<file path="src/rtl/div_pkg.sv">
`timescale 1ns/1ps
package div_pkg;

    localparam int REG_IDX_W = 5;
    localparam int CC_MASK_W = 8;
    localparam int CC_WORD_W = 32;
    localparam int CC_CODE_W = 4;

    typedef enum logic [1:0] {
        ST_IDLE,
        ST_STEP,
        ST_WRAP
    } div_state_e;

    typedef struct packed {
        logic [REG_IDX_W-1:0] dest;
        logic                 negate;
        logic                 word;
        logic                 want_rem;
        logic                 set_cc;
    } div_ctx_t;

endpackage

</file>
<file path="src/rtl/div_prep.sv">
`timescale 1ns/1ps
module div_prep #(
    parameter int XLEN  = 64,
    parameter int CNT_W = $clog2(XLEN)
) (
    input  logic [XLEN-1:0]  dividend,
    input  logic [XLEN-1:0]  divisor,
    input  logic             word,
    input  logic             ext,
    output logic [XLEN-1:0]  rem_init,
    output logic [XLEN-1:0]  quo_init,
    output logic [XLEN-1:0]  dsr_init,
    output logic [CNT_W-1:0] last_idx
);
    localparam int HALF = XLEN / 2;

    // Four starting points for the shift-subtract loop. Word variants
    // pre-align the dividend so that only HALF steps are needed.
    always_comb begin
        if (word) begin
            dsr_init = {{HALF{1'b0}}, divisor[HALF-1:0]};
            last_idx = CNT_W'(HALF - 1);
            if (ext) begin
                rem_init = {{HALF{1'b0}}, dividend[XLEN-1:HALF]};
                quo_init = '0;
            end else begin
                rem_init = '0;
                quo_init = {dividend[HALF-1:0], {HALF{1'b0}}};
            end
        end else begin
            dsr_init = divisor;
            last_idx = CNT_W'(XLEN - 1);
            if (ext) begin
                rem_init = dividend;
                quo_init = '0;
            end else begin
                rem_init = '0;
                quo_init = dividend;
            end
        end
    end

endmodule

</file>
<file path="src/rtl/div_core.sv">
`timescale 1ns/1ps
module div_core #(
    parameter int XLEN = 64
) (
    input  logic            clk,
    input  logic            rst,
    input  logic            load,
    input  logic            step,
    input  logic [XLEN-1:0] rem_init,
    input  logic [XLEN-1:0] quo_init,
    input  logic [XLEN-1:0] dsr_init,
    output logic [XLEN-1:0] rem_o,
    output logic [XLEN-1:0] quo_o
);
    logic [XLEN-1:0] rem_q, quo_q, dsr_q;
    logic [XLEN:0]   wide;
    logic [XLEN+1:0] diff;
    logic            take;
    logic [XLEN-1:0] rem_d;

    // One restoring step: shift in the next dividend bit, try to subtract.
    always_comb begin
        wide  = {rem_q, quo_q[XLEN-1]};
        diff  = {1'b0, wide} - {2'b00, dsr_q};
        take  = ~diff[XLEN+1];
        rem_d = take ? diff[XLEN-1:0] : wide[XLEN-1:0];
    end

    always_ff @(posedge clk) begin
        if (rst) begin
            rem_q <= '0;
            quo_q <= '0;
            dsr_q <= '0;
        end else if (load) begin
            rem_q <= rem_init;
            quo_q <= quo_init;
            dsr_q <= dsr_init;
        end else if (step) begin
            rem_q <= rem_d;
            quo_q <= {quo_q[XLEN-2:0], take};
        end
    end

    assign rem_o = rem_q;
    assign quo_o = quo_q;

endmodule

</file>
<file path="src/rtl/div_post.sv">
`timescale 1ns/1ps
module div_post #(
    parameter int XLEN = 64
) (
    input  logic [XLEN-1:0] quo,
    input  logic [XLEN-1:0] rem,
    input  logic            negate,
    input  logic            word,
    input  logic            want_rem,
    output logic [XLEN-1:0] result,
    output logic [3:0]      cc_code
);
    localparam int HALF = XLEN / 2;

    logic [XLEN-1:0] picked;
    logic            is_neg, is_zero;

    always_comb begin
        picked = want_rem ? rem : quo;
        result = negate ? (~picked + 1'b1) : picked;
        if (word) begin
            is_neg  = result[HALF-1];
            is_zero = (result[HALF-1:0] == '0);
        end else begin
            is_neg  = result[XLEN-1];
            is_zero = (result == '0);
        end
        cc_code = {is_neg, ~is_neg & ~is_zero, is_zero, 1'b0};
    end

endmodule

</file>
<file path="src/rtl/int_div_unit.sv">
`timescale 1ns/1ps
module int_div_unit
    import div_pkg::*;
#(
    parameter int XLEN = 64
) (
    input  logic                 clk,
    input  logic                 rst,
    input  logic                 issue_valid,
    input  logic [REG_IDX_W-1:0] issue_dest,
    input  logic [XLEN-1:0]      issue_dividend,
    input  logic [XLEN-1:0]      issue_divisor,
    input  logic                 issue_negate,
    input  logic                 issue_word,
    input  logic                 issue_ext,
    input  logic                 issue_rem,
    input  logic                 issue_set_cc,
    output logic                 done_valid,
    output logic                 done_reg_we,
    output logic [REG_IDX_W-1:0] done_reg_num,
    output logic [XLEN-1:0]      done_data,
    output logic                 done_cc_we,
    output logic [CC_MASK_W-1:0] done_cc_mask,
    output logic [CC_WORD_W-1:0] done_cc_word
);
    localparam int CNT_W = $clog2(XLEN);
    localparam logic [CC_MASK_W-1:0] TOP_FIELD = {1'b1, {(CC_MASK_W-1){1'b0}}};

    div_state_e       state_q, state_d;
    div_ctx_t         ctx_q;
    logic [CNT_W-1:0] cnt_q;
    logic             accept, step_en, busy;

    logic [XLEN-1:0]  rem_init, quo_init, dsr_init, rem_w, quo_w, result_w;
    logic [CNT_W-1:0] last_idx;
    logic [3:0]       cc_code;

    assign accept  = issue_valid && (state_q == ST_IDLE);
    assign step_en = (state_q == ST_STEP);
    assign busy    = (state_q != ST_IDLE);

    div_prep #(.XLEN(XLEN), .CNT_W(CNT_W)) u_prep (
        .dividend (issue_dividend),
        .divisor  (issue_divisor),
        .word     (issue_word),
        .ext      (issue_ext),
        .rem_init (rem_init),
        .quo_init (quo_init),
        .dsr_init (dsr_init),
        .last_idx (last_idx)
    );

    div_core #(.XLEN(XLEN)) u_core (
        .clk      (clk),
        .rst      (rst),
        .load     (accept),
        .step     (step_en),
        .rem_init (rem_init),
        .quo_init (quo_init),
        .dsr_init (dsr_init),
        .rem_o    (rem_w),
        .quo_o    (quo_w)
    );

    div_post #(.XLEN(XLEN)) u_post (
        .quo      (quo_w),
        .rem      (rem_w),
        .negate   (ctx_q.negate),
        .word     (ctx_q.word),
        .want_rem (ctx_q.want_rem),
        .result   (result_w),
        .cc_code  (cc_code)
    );

    // State register
    always_ff @(posedge clk) begin
        if (rst) state_q <= ST_IDLE;
        else     state_q <= state_d;
    end

    // Next state
    always_comb begin
        state_d = state_q;
        unique case (state_q)
            ST_IDLE: if (issue_valid)   state_d = ST_STEP;
            ST_STEP: if (cnt_q == '0)   state_d = ST_WRAP;
            ST_WRAP:                    state_d = ST_IDLE;
            default:                    state_d = ST_IDLE;
        endcase
    end

    // Step counter and captured operation context
    always_ff @(posedge clk) begin
        if (rst) begin
            cnt_q <= '0;
            ctx_q <= '0;
        end else if (accept) begin
            cnt_q <= last_idx;
            ctx_q <= '{dest: issue_dest, negate: issue_negate, word: issue_word,
                       want_rem: issue_rem, set_cc: issue_set_cc};
        end else if (step_en && cnt_q != '0) begin
            cnt_q <= cnt_q - 1'b1;
        end
    end

    // Outputs
    always_ff @(posedge clk) begin
        if (rst) begin
            done_valid   <= 1'b0;
            done_reg_we  <= 1'b0;
            done_reg_num <= '0;
            done_data    <= '0;
            done_cc_we   <= 1'b0;
            done_cc_mask <= '0;
            done_cc_word <= '0;
        end else if (state_q == ST_WRAP) begin
            done_valid   <= 1'b1;
            done_reg_we  <= 1'b1;
            done_reg_num <= ctx_q.dest;
            done_data    <= result_w;
            done_cc_we   <= ctx_q.set_cc;
            done_cc_mask <= ctx_q.set_cc ? TOP_FIELD : '0;
            done_cc_word <= ctx_q.set_cc ? {cc_code, {(CC_WORD_W-CC_CODE_W){1'b0}}} : '0;
        end else begin
            done_valid   <= 1'b0;
            done_reg_we  <= 1'b0;
            done_cc_we   <= 1'b0;
        end
    end

endmodule

</file>
<file path="config.mk">
export PLATFORM = sky130hd
export DESIGN_NAME = int_div_unit
export DESIGN_NICKNAME = d
export VERILOG_FILES = /design/src/rtl/div_pkg.sv /design/src/rtl/div_prep.sv /design/src/rtl/div_core.sv /design/src/rtl/div_post.sv /design/src/rtl/int_div_unit.sv
export SDC_FILE = /design/constraint.sdc
export NUM_CORES = 1
export LEC_CHECK = 0
export BUFFER_PORTS_ARGS = -buffer_cell sky130_fd_sc_hd__buf_2
export CORE_ASPECT_RATIO = 1.75
export CORE_MARGIN = 2
export CORE_UTILIZATION = 51
export DETAILED_ROUTE_END_ITERATION = 16
export MAX_ROUTING_LAYER = met4
export PLACE_DENSITY = 0.7
export SETUP_SLACK_MARGIN = 0.02
export SKIP_LAST_GASP = 1
export SLEW_MARGIN = 20
export SYNTH_ARGS = -nofsm -noshare
export SYNTH_HDL_FRONTEND = slang
export SYNTH_SLANG_ARGS = --single-unit
</file>
<file path="constraint.sdc">
create_clock -name clk -period 6.5 [get_ports clk]
set_input_delay 1.3 -clock clk [delete_from_list [all_inputs] [get_ports clk]]
set_output_delay 1.3 -clock clk [all_outputs]
set_load 0.1 [all_outputs]
</file>
==> results of run 1 <==
==> final cells by class <==
cell class	instances	share of cell area
Tap cell	490	0.0278
Clock inverter	12	0.00698
Sequential cell	284	0.258
Clock buffer	41	0.0372
Timing Repair Buffer	241	0.0597
Multi-Input combinational cell	2116	0.593
Inverter	99	0.0169
==> worst min-delay path: stages, from the launching register on <==
cell and delay [ns]:
dfxtp_1 0.30, nand2_1 0.05, a21oi_1 0.05
==> cells in the mapped netlist (27+ instances only) <==
cell | count | share of area
a221oi_1 | 62 | 0.027
clkbuf_1 | 161 | 0.030
buf_4 | 40 | 0.015
a211o_1 | 29 | 0.013
o21ai_0 | 120 | 0.030
ha_1 | 67 | 0.042
dfxtp_1 | 284 | 0.28
nor3_1 | 85 | 0.021
nand3_1 | 57 | 0.014
a31oi_1 | 29 | 0.0090
o21bai_1 | 31 | 0.012
mux2i_1 | 85 | 0.042
or3_1 | 27 | 0.0084
xor2_1 | 47 | 0.021
nor2_1 | 230 | 0.043
nand3b_1 | 40 | 0.015
xnor2_1 | 65 | 0.028
inv_1 | 99 | 0.019
a22oi_1 | 40 | 0.015
a211oi_1 | 59 | 0.022
a21oi_1 | 311 | 0.078
nand2_1 | 345 | 0.065
==> through the flow <==
| step | hold slack [ns] | total power, uW | worst slack, ns | std cells |
|---|---|---|---|---|
| 6_report | 0.447 | 10000 | 1.87 | 3283 |
| 5_1_grt | 0.463 | 10500 | 1.53 | 3283 |
| 4_1_cts | 0.448 | 9870 | 1.93 | 3283 |
| 3_5_place_dp | 0.441 | 8100 | 1.95 | 3230 |
| 3_3_place_gp | 0.435 | 8070 | 1.98 | 3230 |
| 2_1_floorplan | 0.432 | 6370 | 1.85 | 2732 |
==> logic make-up after synthesis <==
logic type	after synthesis
AOI/OAI and AO/OA	836
xor gates and xnor gates	113
adders and majority gates	68
buffers and inverters	332
DFF	284
muxes	99
other	1
and+or+nand+nor	964
==> power by group through the flow <==
stage	clock network, uW	registers [uW]	logic [uW]
6_report	1770	2500	5750
5_1_grt	1840	2500	6200
4_1_cts	1790	2460	5620
3_5_place_dp	0	2500	5590
3_3_place_gp	0	2500	5580
2_1_floorplan	0	2260	4110
==> flip-flops by register name, summed over array words and instances, names as in the netlist, 3 cells and up <==
register      flops
u_core.dsr_q     64
cnt_q             6
done_cc_word      3
done_reg_num      5
done_data        64
ctx_q             9
u_core.rem_o     64
u_core.quo_o     64
==> worst max path at each step <==
| stage | start | to | depth (start not counted) |
|---|---|---|---|
| 4_1_cts | ctx_q[1] | done_cc_word[30] | 11 |
| 6_report | u_core.rem_o[56] | u_core.rem_o[56] | 11 |
| 5_1_grt | ctx_q[1] | done_cc_word[30] | 11 |
| 3_3_place_gp | ctx_q[1] | done_cc_word[30] | 11 |
| 2_1_floorplan | ctx_q[1] | done_cc_word[30] | 21 |
| 3_5_place_dp | ctx_q[1] | done_cc_word[30] | 11 |
==> metal layers <==
metal	global-route usage	up-vias	routed length, um
li1	-	9839	-
met1	0.430	9884	29600
met2	0.627	1057	37100
met3	0.0460	283	5630
met4	0.267	0	6670
met5	-	-	0
==> flow_metrics.env, run 1 <==
export IMPL_yosys_register_bits=284
export IMPL_synthArstFlopShare=0
export IMPL_areaGrowthSynthToFinish_pct=9.96
export IMPL_clkTransAtPathRegs_ns=0.07
export IMPL_synth_simple_area_share=0.231
export IMPL_worstReg2RegStart="u_core.rem_o[56]"
export IMPL_min_period_ns=4.63
export IMPL_hold_viol_final=0
export IMPL_r2r_worst_path_cells=11
export IMPL_synthAdderAreaFrac=0.0428
export IMPL_tightest_slew_ns=1.29
export IMPL_powerDensity_nw_per_um2=454
export IMPL_die_h_um=266
export IMPL_r2r_setup_slack_ns=1.87
export IMPL_ios=253
export IMPL_cts_setup_buffers=0
export IMPL_cp_num_buf_inv=1
export IMPL_layout_commonest_cell="nand2_1"
export IMPL_cts_root_buf="clkbuf_16"
export IMPL_seq_power_share=0.250
export IMPL_synth_top_flop_cell="dfxtp_1"
export IMPL_grt_pass1_vias=19600
export IMPL_drt_initial_drc_count=2135
export IMPL_cts_sinks=284
export IMPL_crit_type="reg -> reg"
export IMPL_h_tree_depth=1
export IMPL_worstSetupEndpointType="flop"
export IMPL_synth_edf_count=0
export IMPL_ys_seq_area_frac=0.284
export IMPL_drt_wl_total_mm=79.0
export IMPL_ys_warn_count=0
export IMPL_cp_slowest_cell="nor2_4"
export IMPL_netSwitchingPower_uw=4920
export IMPL_synth_compound_area_frac=0.268
export IMPL_seq_area_um2=5690
export IMPL_mappedNetlistArea_um2=20000
export IMPL_cts_tree="yes"
export IMPL_port_buffers=216
export IMPL_skew_ns=0.0240
export IMPL_critical_path_arrival_ns=5.10
export IMPL_worstHoldEndpoint="done_data[47]"
export IMPL_slowest_delay_ns=0.72
export IMPL_clock_power_share=0.176
export IMPL_p_sw_frac=0.492
export IMPL_initial_core_util=0.514
export IMPL_final_nets=2980
export IMPL_nFillCells=3798
export IMPL_post_route_period_util=0.713
export IMPL_crit_required_ns=6.97
export IMPL_max_slew_margin=0.142
export IMPL_layout_common_cells="nand2_1, a21oi_1, dfxtp_1"
export IMPL_cts_hold_buf=0
export IMPL_path_cells="ha_1 -> nand2_1 -> nor2_1 -> nand3_1 -> nor3_1 -> o211ai_1 -> and3_1 -> nor2_4 -> buf_12 -> o21ai_0 -> a2111oi_0"
export IMPL_multi_input_area_um2=13100
export IMPL_diodes=0
export IMPL_dp_hpwl_mm=60.4
export IMPL_syn_inst=2697
export IMPL_crit_fanout=33
export IMPL_drc=0
export IMPL_ir_worst_vdd_mv=0.489
export IMPL_grt_pass1_wl_mm=117
export IMPL_min_path_cells=2
export IMPL_first_pass_iters=7
export IMPL_cap_viol_max_count=0
export IMPL_routedWlPerCell_um=24.1
export IMPL_fmax_ghz=0.216
export IMPL_status="complete, no violations"
export IMPL_p_comb_frac=0.574
export IMPL_grt_setup_unrepaired="no"
export IMPL_core_area_um2=39000
export IMPL_antenna_found_initial=0
export IMPL_syn_avg_cell_area_um2=7.43
export IMPL_grt_max_degree=149
export IMPL_gp_congestion=1.08
export IMPL_vias_per_cell=6.42
export IMPL_hp_start="done_data[47]"
export IMPL_synth_top_family_by_area="compound AO/OA/AOI/OAI gates"
export IMPL_final_layout_size_suffix_gt1_frac=0.125
export IMPL_vias=21100
export IMPL_overflow=0
export IMPL_min_delay_path_class="reg -> reg"
export IMPL_synth_cell_types=94
export IMPL_die_w_um=154
export IMPL_clk_latency_ns=0.60
export IMPL_fin_setup_tns_ns=0
export IMPL_grt_total_usage=0.381
export IMPL_muxShareOfSynthArea=0.0504
export IMPL_final_area_um2=22000
export IMPL_detail_route_antenna_nets=0
export IMPL_p_int_uw=5090
export IMPL_maxSlewViolCount=0
export IMPL_cts_buffers=29
export IMPL_placed_area_um2=21100
export IMPL_clock_path_buffers=3
export IMPL_crit_family="simple AND/OR/NAND/NOR gates"
export IMPL_rows=96
export IMPL_fin_util=0.565
export IMPL_p_leak_uw=0.00860
export IMPL_setup_viol=0
export IMPL_die_area_um2=41000
export IMPL_reg2reg_to="u_core.rem_o[56]"
export IMPL_cts_resized=0
export IMPL_synth_xor_xnor_area_share=0.0497
export IMPL_cp_start_kind="flop"
Note: power is estimated with default switching activity, not from simulation.
==> run 2: changes to the inputs <==
PLACE_DENSITY = 0.72   (was 0.7)
clock period = 3.7 ns   (was 6.5 ns; I/O delays follow)
==> run 2 against run 1 <==
  * First-iteration DRC count down 0.94%
  * Critical path depth up 2
  * Core utilization up 4.1 points
  * Sequential cell count unchanged
  * Clock skew down 0.0070 ns
  * Largest cell class unchanged
  * Largest power group unchanged
==> flow_metrics.env, run 2 (same netlist as run 1, synthesis figures left out) <==
export IMPL_grt_pass1_wl_mm=119
export IMPL_worstHoldEndpoint="u_core.dsr_q[8]"
export IMPL_clock_power_share=0.163
export IMPL_maxUsedRoutingLayer="met4"
export IMPL_crit_fanout=8
export IMPL_netSwitchingPower_uw=8950
export IMPL_drt_wl_total_mm=79.0
export IMPL_setup_viol=0
export IMPL_gp_congestion=1.12
export IMPL_cts_sinks=284
export IMPL_met2_length_mm=37.0
export IMPL_cp_start_kind="flop"
export IMPL_reg2reg_to="done_cc_word[30]"
export IMPL_core_area_um2=39000
export IMPL_die_h_um=266
export IMPL_met3_length_mm=5.99
export IMPL_layout_commonest_cell="nand2_1"
export IMPL_post_route_period_util=0.983
export IMPL_critical_path_arrival_ns=4.11
export IMPL_rows=96
export IMPL_fin_util=0.606
export IMPL_p_comb_frac=0.614
export IMPL_status="complete, no violations"
export IMPL_min_period_ns=3.64
export IMPL_overflow=0
export IMPL_hp_start="issue_divisor[8]"
export IMPL_place_ws_ns=0.0352
export IMPL_vias_per_cell=6.35
export IMPL_cts_buffers=29
export IMPL_layout_common_cells="nand2_1, a21oi_1, dfxtp_1"
export IMPL_p_sw_frac=0.474
export IMPL_worstSetupEndpointType="flop"
export IMPL_min_delay_path_class="in -> reg"
export IMPL_final_nets=3163
export IMPL_drt_initial_drc_count=2115
export IMPL_p_int_uw=9950
export IMPL_maxSlewViolCount=0
export IMPL_hold_viol_final=0
export IMPL_cts_tree="yes"
export IMPL_vias=22000
export IMPL_die_w_um=154
export IMPL_dp_hpwl_mm=61.4
export IMPL_p_leak_uw=0.00957
export IMPL_tightest_slew_ns=1.06
export IMPL_initial_core_util=0.514
export IMPL_crit_type="reg -> reg"
export IMPL_ios=253
export IMPL_seq_power_share=0.223
export IMPL_first_pass_iters=6
export IMPL_die_area_um2=41000
export IMPL_timing_final_ws_setup_ns=0.0628
export IMPL_detail_route_antenna_nets=0
export IMPL_powerDensity_nw_per_um2=800
export IMPL_r2r_setup_slack_ns=0.06
export IMPL_antenna_found_initial=0
export IMPL_areaGrowthSynthToFinish_pct=18.0
export IMPL_cts_root_buf="clkbuf_16"
export IMPL_r2r_worst_path_cells=13
export IMPL_grt_setup_unrepaired="yes"
export IMPL_routedWlPerCell_um=22.8
export IMPL_wl_met1_mm=29.0
export IMPL_grt_total_usage=0.383
export IMPL_crit_required_ns=4.17
export IMPL_cts_hold_buf=0
export IMPL_place_inst=3404
export IMPL_min_path_cells=3
export IMPL_h_tree_depth=1
export IMPL_hold_slack_ns=0.380
export IMPL_ir_worst_vdd_mv=0.687
export IMPL_drc=0
export IMPL_clkTransAtPathRegs_ns=0.07
export IMPL_worstReg2RegStart="ctx_q[1]"
export IMPL_clk_latency_ns=0.60
export IMPL_port_buffers=216
export IMPL_fin_cells=3462
export IMPL_finalPower_uw=18900
export IMPL_skew_ns=0.0170
export IMPL_max_slew_margin=0.296
export IMPL_final_layout_size_suffix_gt1_frac=0.186
export IMPL_grt_pass1_vias=20700
export IMPL_diodes=0
export IMPL_clock_path_buffers=3
export IMPL_fmax_ghz=0.275
export IMPL_grt_max_degree=116
export IMPL_cap_viol_max_count=0
-- run 2: cell types whose count changed in the layout (fill, tap and decap cells not counted), moves of 3 or more --
cell      change
buf_12        +5
buf_4       +173
buf_6         +3
clkbuf_1      -5
o21ai_0       -4
o21ai_1       +3
or4b_1        -3
or4b_4        +4
-- run 2: repair_timing --
item                       4_1_cts  5_1_grt
setup endpoints to repair        2       15
gates resized for setup          0       33
setup buffers                    1        7
gates cloned                     0        1
pin swaps                        0       17
-- run 2: worst max-delay path, cell delays in order, from the launching register on --
cell and delay [ns]:
dfxtp_4 0.45, buf_6 0.14, or3b_4 0.39, a222oi_1 0.45
buf_4 0.19, nand4_1 0.17, or3_4 0.48, buf_6 0.15
o41ai_4 0.22, xor2_1 0.14, nor4_2 0.25, nand2_1 0.14
nor4_4 0.24, o21ai_1 0.10
-- run 2: power by group through the flow --
stage	logic, uW	registers [uW]	clock network (uW)
floorplan	7240	3970	0
global placement	11200	4210	0
detailed placement	11200	4220	0
CTS	11300	4150	3120
global route	12500	4220	3210
finish	11600	4220	3080
-- run 2: layout make-up --
class	instances	area [um^2]
timing repair buffer	424	2790
clock buffer	36	802
clock inverter	13	160
tap	490	613
fill	3663	15400
inverter	99	372
multi-input combinational	2116	13200
sequential	284	5690
-- run 2: metal layers --
layer  up-vias  global-route usage
met4         0               0.288
met2      1167               0.628
met1     10200               0.425
met3       355              0.0472
met5         -                   -
li1      10200                   -
-- run 2: through the flow --
step           instance area (um^2)  TNS, ns
6_report                      23600        0
5_1_grt                       23600   -0.300
4_1_cts                       23400        0
3_5_place_dp                  22500        0
3_3_place_gp                  22500        0
2_1_floorplan                 20300   -0.486
-- run 2: worst max-delay path by stage --
stage	startpoint	endpoint	slack, ns	cells after the start
final	ctx_q[1]	done_cc_word[30]	0.06	13
after CTS	ctx_q[1]	done_cc_word[29]	0.05	11
after detailed placement	ctx_q[1]	done_cc_word[29]	0.04	11
after global routing	ctx_q[1]	done_cc_word[30]	-0.16	13
after global placement	u_core.rem_o[21]	u_core.rem_o[63]	0.03	11
after floorplan	ctx_q[1]	done_cc_word[29]	-0.24	21
==> run 3: changes to the inputs <==
CORE_UTILIZATION = 50   (was 51)
CTS_CLUSTER_DIAMETER = 50   (was default)
PLACE_DENSITY = 0.71   (was 0.72)
==> run 3 against run 2 <==
  * Worst hold slack lost 0.018 ns
  * Critical path depth up 1
  * Non-clock buffer count rose by 45
  * Core utilization grew 0.31 points
  * Combinational power up 4%
  * First-iteration DRC count decreased by 6.7%
  * Sequential share of layout area fell by 0.58 points
  * Die area rose by 2.0%
  * Count of clock-buffer cells in the layout is 4 higher
  * Routed wire length up 4.0%
  * Maximum frequency down 0.23%
  * Largest cell class unchanged
  * Largest power group unchanged
==> flow_metrics.env, run 3 (same netlist as run 1, synthesis figures left out) <==
export IMPL_status="complete, no violations"
export IMPL_final_layout_size_suffix_gt1_frac=0.205
export IMPL_ir_worst_vdd_mv=0.501
export IMPL_min_delay_path_class="in -> reg"
export IMPL_cts_sinks=284
export IMPL_fmax_ghz=0.274
export IMPL_layout_commonest_cell="nand2_1"
export IMPL_r2r_worst_path_cells=14
export IMPL_cts_root_buf="clkbuf_16"
export IMPL_clock_path_buffers=3
export IMPL_routedWlPerCell_um=23.3
export IMPL_critical_path_arrival_ns=4.18
export IMPL_antenna_found_initial=4
export IMPL_reg2reg_to="done_cc_word[29]"
export IMPL_powerDensity_nw_per_um2=807
export IMPL_ios=253
export IMPL_grt_setup_unrepaired="yes"
export IMPL_slowest_delay_ns=0.50
export IMPL_cpMostUsedCell="buf_4"
export IMPL_cp_slowest_cell="or3b_2"
export IMPL_clk_latency_ns=0.61
export IMPL_hold_viol_final=0
export IMPL_setup_viol=0
export IMPL_initial_core_util=0.504
export IMPL_gp_congestion=1.02
export IMPL_drc=0
export IMPL_grt_max_degree=134
export IMPL_fin_cells=3525
export IMPL_placed_area_um2=22900
export IMPL_first_pass_iters=5
export IMPL_path_cells="buf_8 -> or3b_2 -> a222oi_1 -> buf_4 -> nand2_1 -> buf_4 -> nor2_1 -> buf_4 -> a41oi_1 -> xnor2_2 -> a211oi_2 -> nand3_2 -> nor4_4 -> a21o_1"
export IMPL_cp_num_buf_inv=4
export IMPL_worstReg2RegStart="ctx_q[1]"
export IMPL_post_route_period_util=0.985
export IMPL_layout_common_cells="nand2_1, a21oi_1, dfxtp_1"
export IMPL_min_period_ns=3.65
export IMPL_crit_fanout=13
export IMPL_overflow=0
export IMPL_final_nets=3210
export IMPL_die_area_um2=41800
export IMPL_tightest_slew_ns=1.04
export IMPL_grt_pass1_wl_mm=123
export IMPL_cp_start_kind="flop"
export IMPL_vias=22000
export IMPL_rows=97
export IMPL_crit_start="ctx_q[1]"
export IMPL_dp_hpwl_mm=64.9
export IMPL_cp_depth=14
export IMPL_maxSlewViolCount=0
export IMPL_vias_per_cell=6.25
export IMPL_die_w_um=155
export IMPL_cts_tree="yes"
export IMPL_clkTransAtPathRegs_ns=0.07
export IMPL_h_tree_depth=1
export IMPL_r2r_setup_slack_ns=0.05
export IMPL_crit_required_ns=4.23
export IMPL_drt_initial_drc_count=1974
export IMPL_die_h_um=269
export IMPL_final_area_um2=24200
export IMPL_max_slew_margin=0.304
export IMPL_cap_viol_max_count=0
export IMPL_port_buffers=216
export IMPL_areaGrowthSynthToFinish_pct=20.9
export IMPL_drt_wl_total_mm=82.2
export IMPL_worstSetupEndpointType="flop"
export IMPL_skew_ns=0.0290
export IMPL_p_leak_uw=0.00987
export IMPL_grt_total_usage=0.391
export IMPL_endpoint="done_cc_word[29]"
export IMPL_core_area_um2=39800
export IMPL_grt_pass1_vias=21000
export IMPL_crit_family="simple AND/OR/NAND/NOR gates"
export IMPL_crit_type="reg -> reg"
export IMPL_cts_buffers=31
export IMPL_place_inst=3456
export IMPL_detail_route_antenna_nets=0
-- run 3: changes by cell type in the layout (fill, tap and decap cells not counted), moves of 3 or more --
cell,previous run,this run
or4b_4,4,1
o31ai_2,0,3
a2111oi_1,3,0
nor4_1,26,21
buf_6,3,0
buf_4,195,239
buf_12,8,13
diode_2,0,4
nor4_2,1,4
-- run 3: layer usage --
layer	track usage	share of wire
met1	0.426	0.37
met2	0.663	0.48
met5	-	0
met4	0.266	0.083
met3	0.0506	0.067
-- run 3: area by class of cell --
type	instances	area [um^2]
Clock inverter	18	209
Multi-Input combinational cell	2116	13300
Tap cell	495	619
Clock buffer	40	860
Timing Repair Buffer	469	3160
Sequential cell	284	5690
Fill cell	3773	15600
Inverter	99	372
Antenna cell	4	10.0
-- run 3: repair_timing --
action,in CTS,in global routing
hold buffers,0,0
endpoints found under the setup margin,5,16
pin swaps,0,13
resized for setup,5,38
buffers inserted,0,7
-- run 3: tightest hold or removal path, stage by stage --
cell     delay [ns]
buf_2          0.09
nand2_1        0.04
a21oi_1        0.05
-- run 3: where the power goes --
group	leakage, uW	internal (uW)	total, uW	switching, uW
logic	0.00703	5000	12100	7070
registers	0.00233	3480	4200	719
clock network	0.000520	1870	3290	1420
total	0.00987	10400	19600	9210
-- run 3: how the worst min path moves through the flow --
stage,depth (start not counted),end,start,slack [ns]
CTS,3,u_core.dsr_q[14],issue_divisor[14],0.35
global placement,2,done_data[6],done_data[6],0.44
global route,3,u_core.dsr_q[21],issue_divisor[21],0.36
floorplan,2,u_core.dsr_q[34],u_core.dsr_q[34],0.43
detailed placement,2,done_data[34],done_data[34],0.44
finish,3,u_core.dsr_q[26],issue_divisor[26],0.36
-- run 3: through the flow --
| stage | hold WS (ns) | setup WS [ns] | setup TNS [ns] | total power [uW] | utilization |
|---|---|---|---|---|---|
| 4_1_cts | 0.349 | 0.0323 | 0 | 19200 | 0.603 |
| 3_5_place_dp | 0.442 | -0.0474 | -0.134 | 15900 | 0.575 |
| 2_1_floorplan | 0.432 | -0.243 | -0.486 | 11200 | - |
| 6_report | 0.362 | 0.0545 | 0 | 19600 | 0.609 |
| 3_3_place_gp | 0.439 | -0.0946 | -0.268 | 15800 | 0.575 |
| 5_1_grt | 0.361 | -0.107 | -0.199 | 20600 | 0.609 |
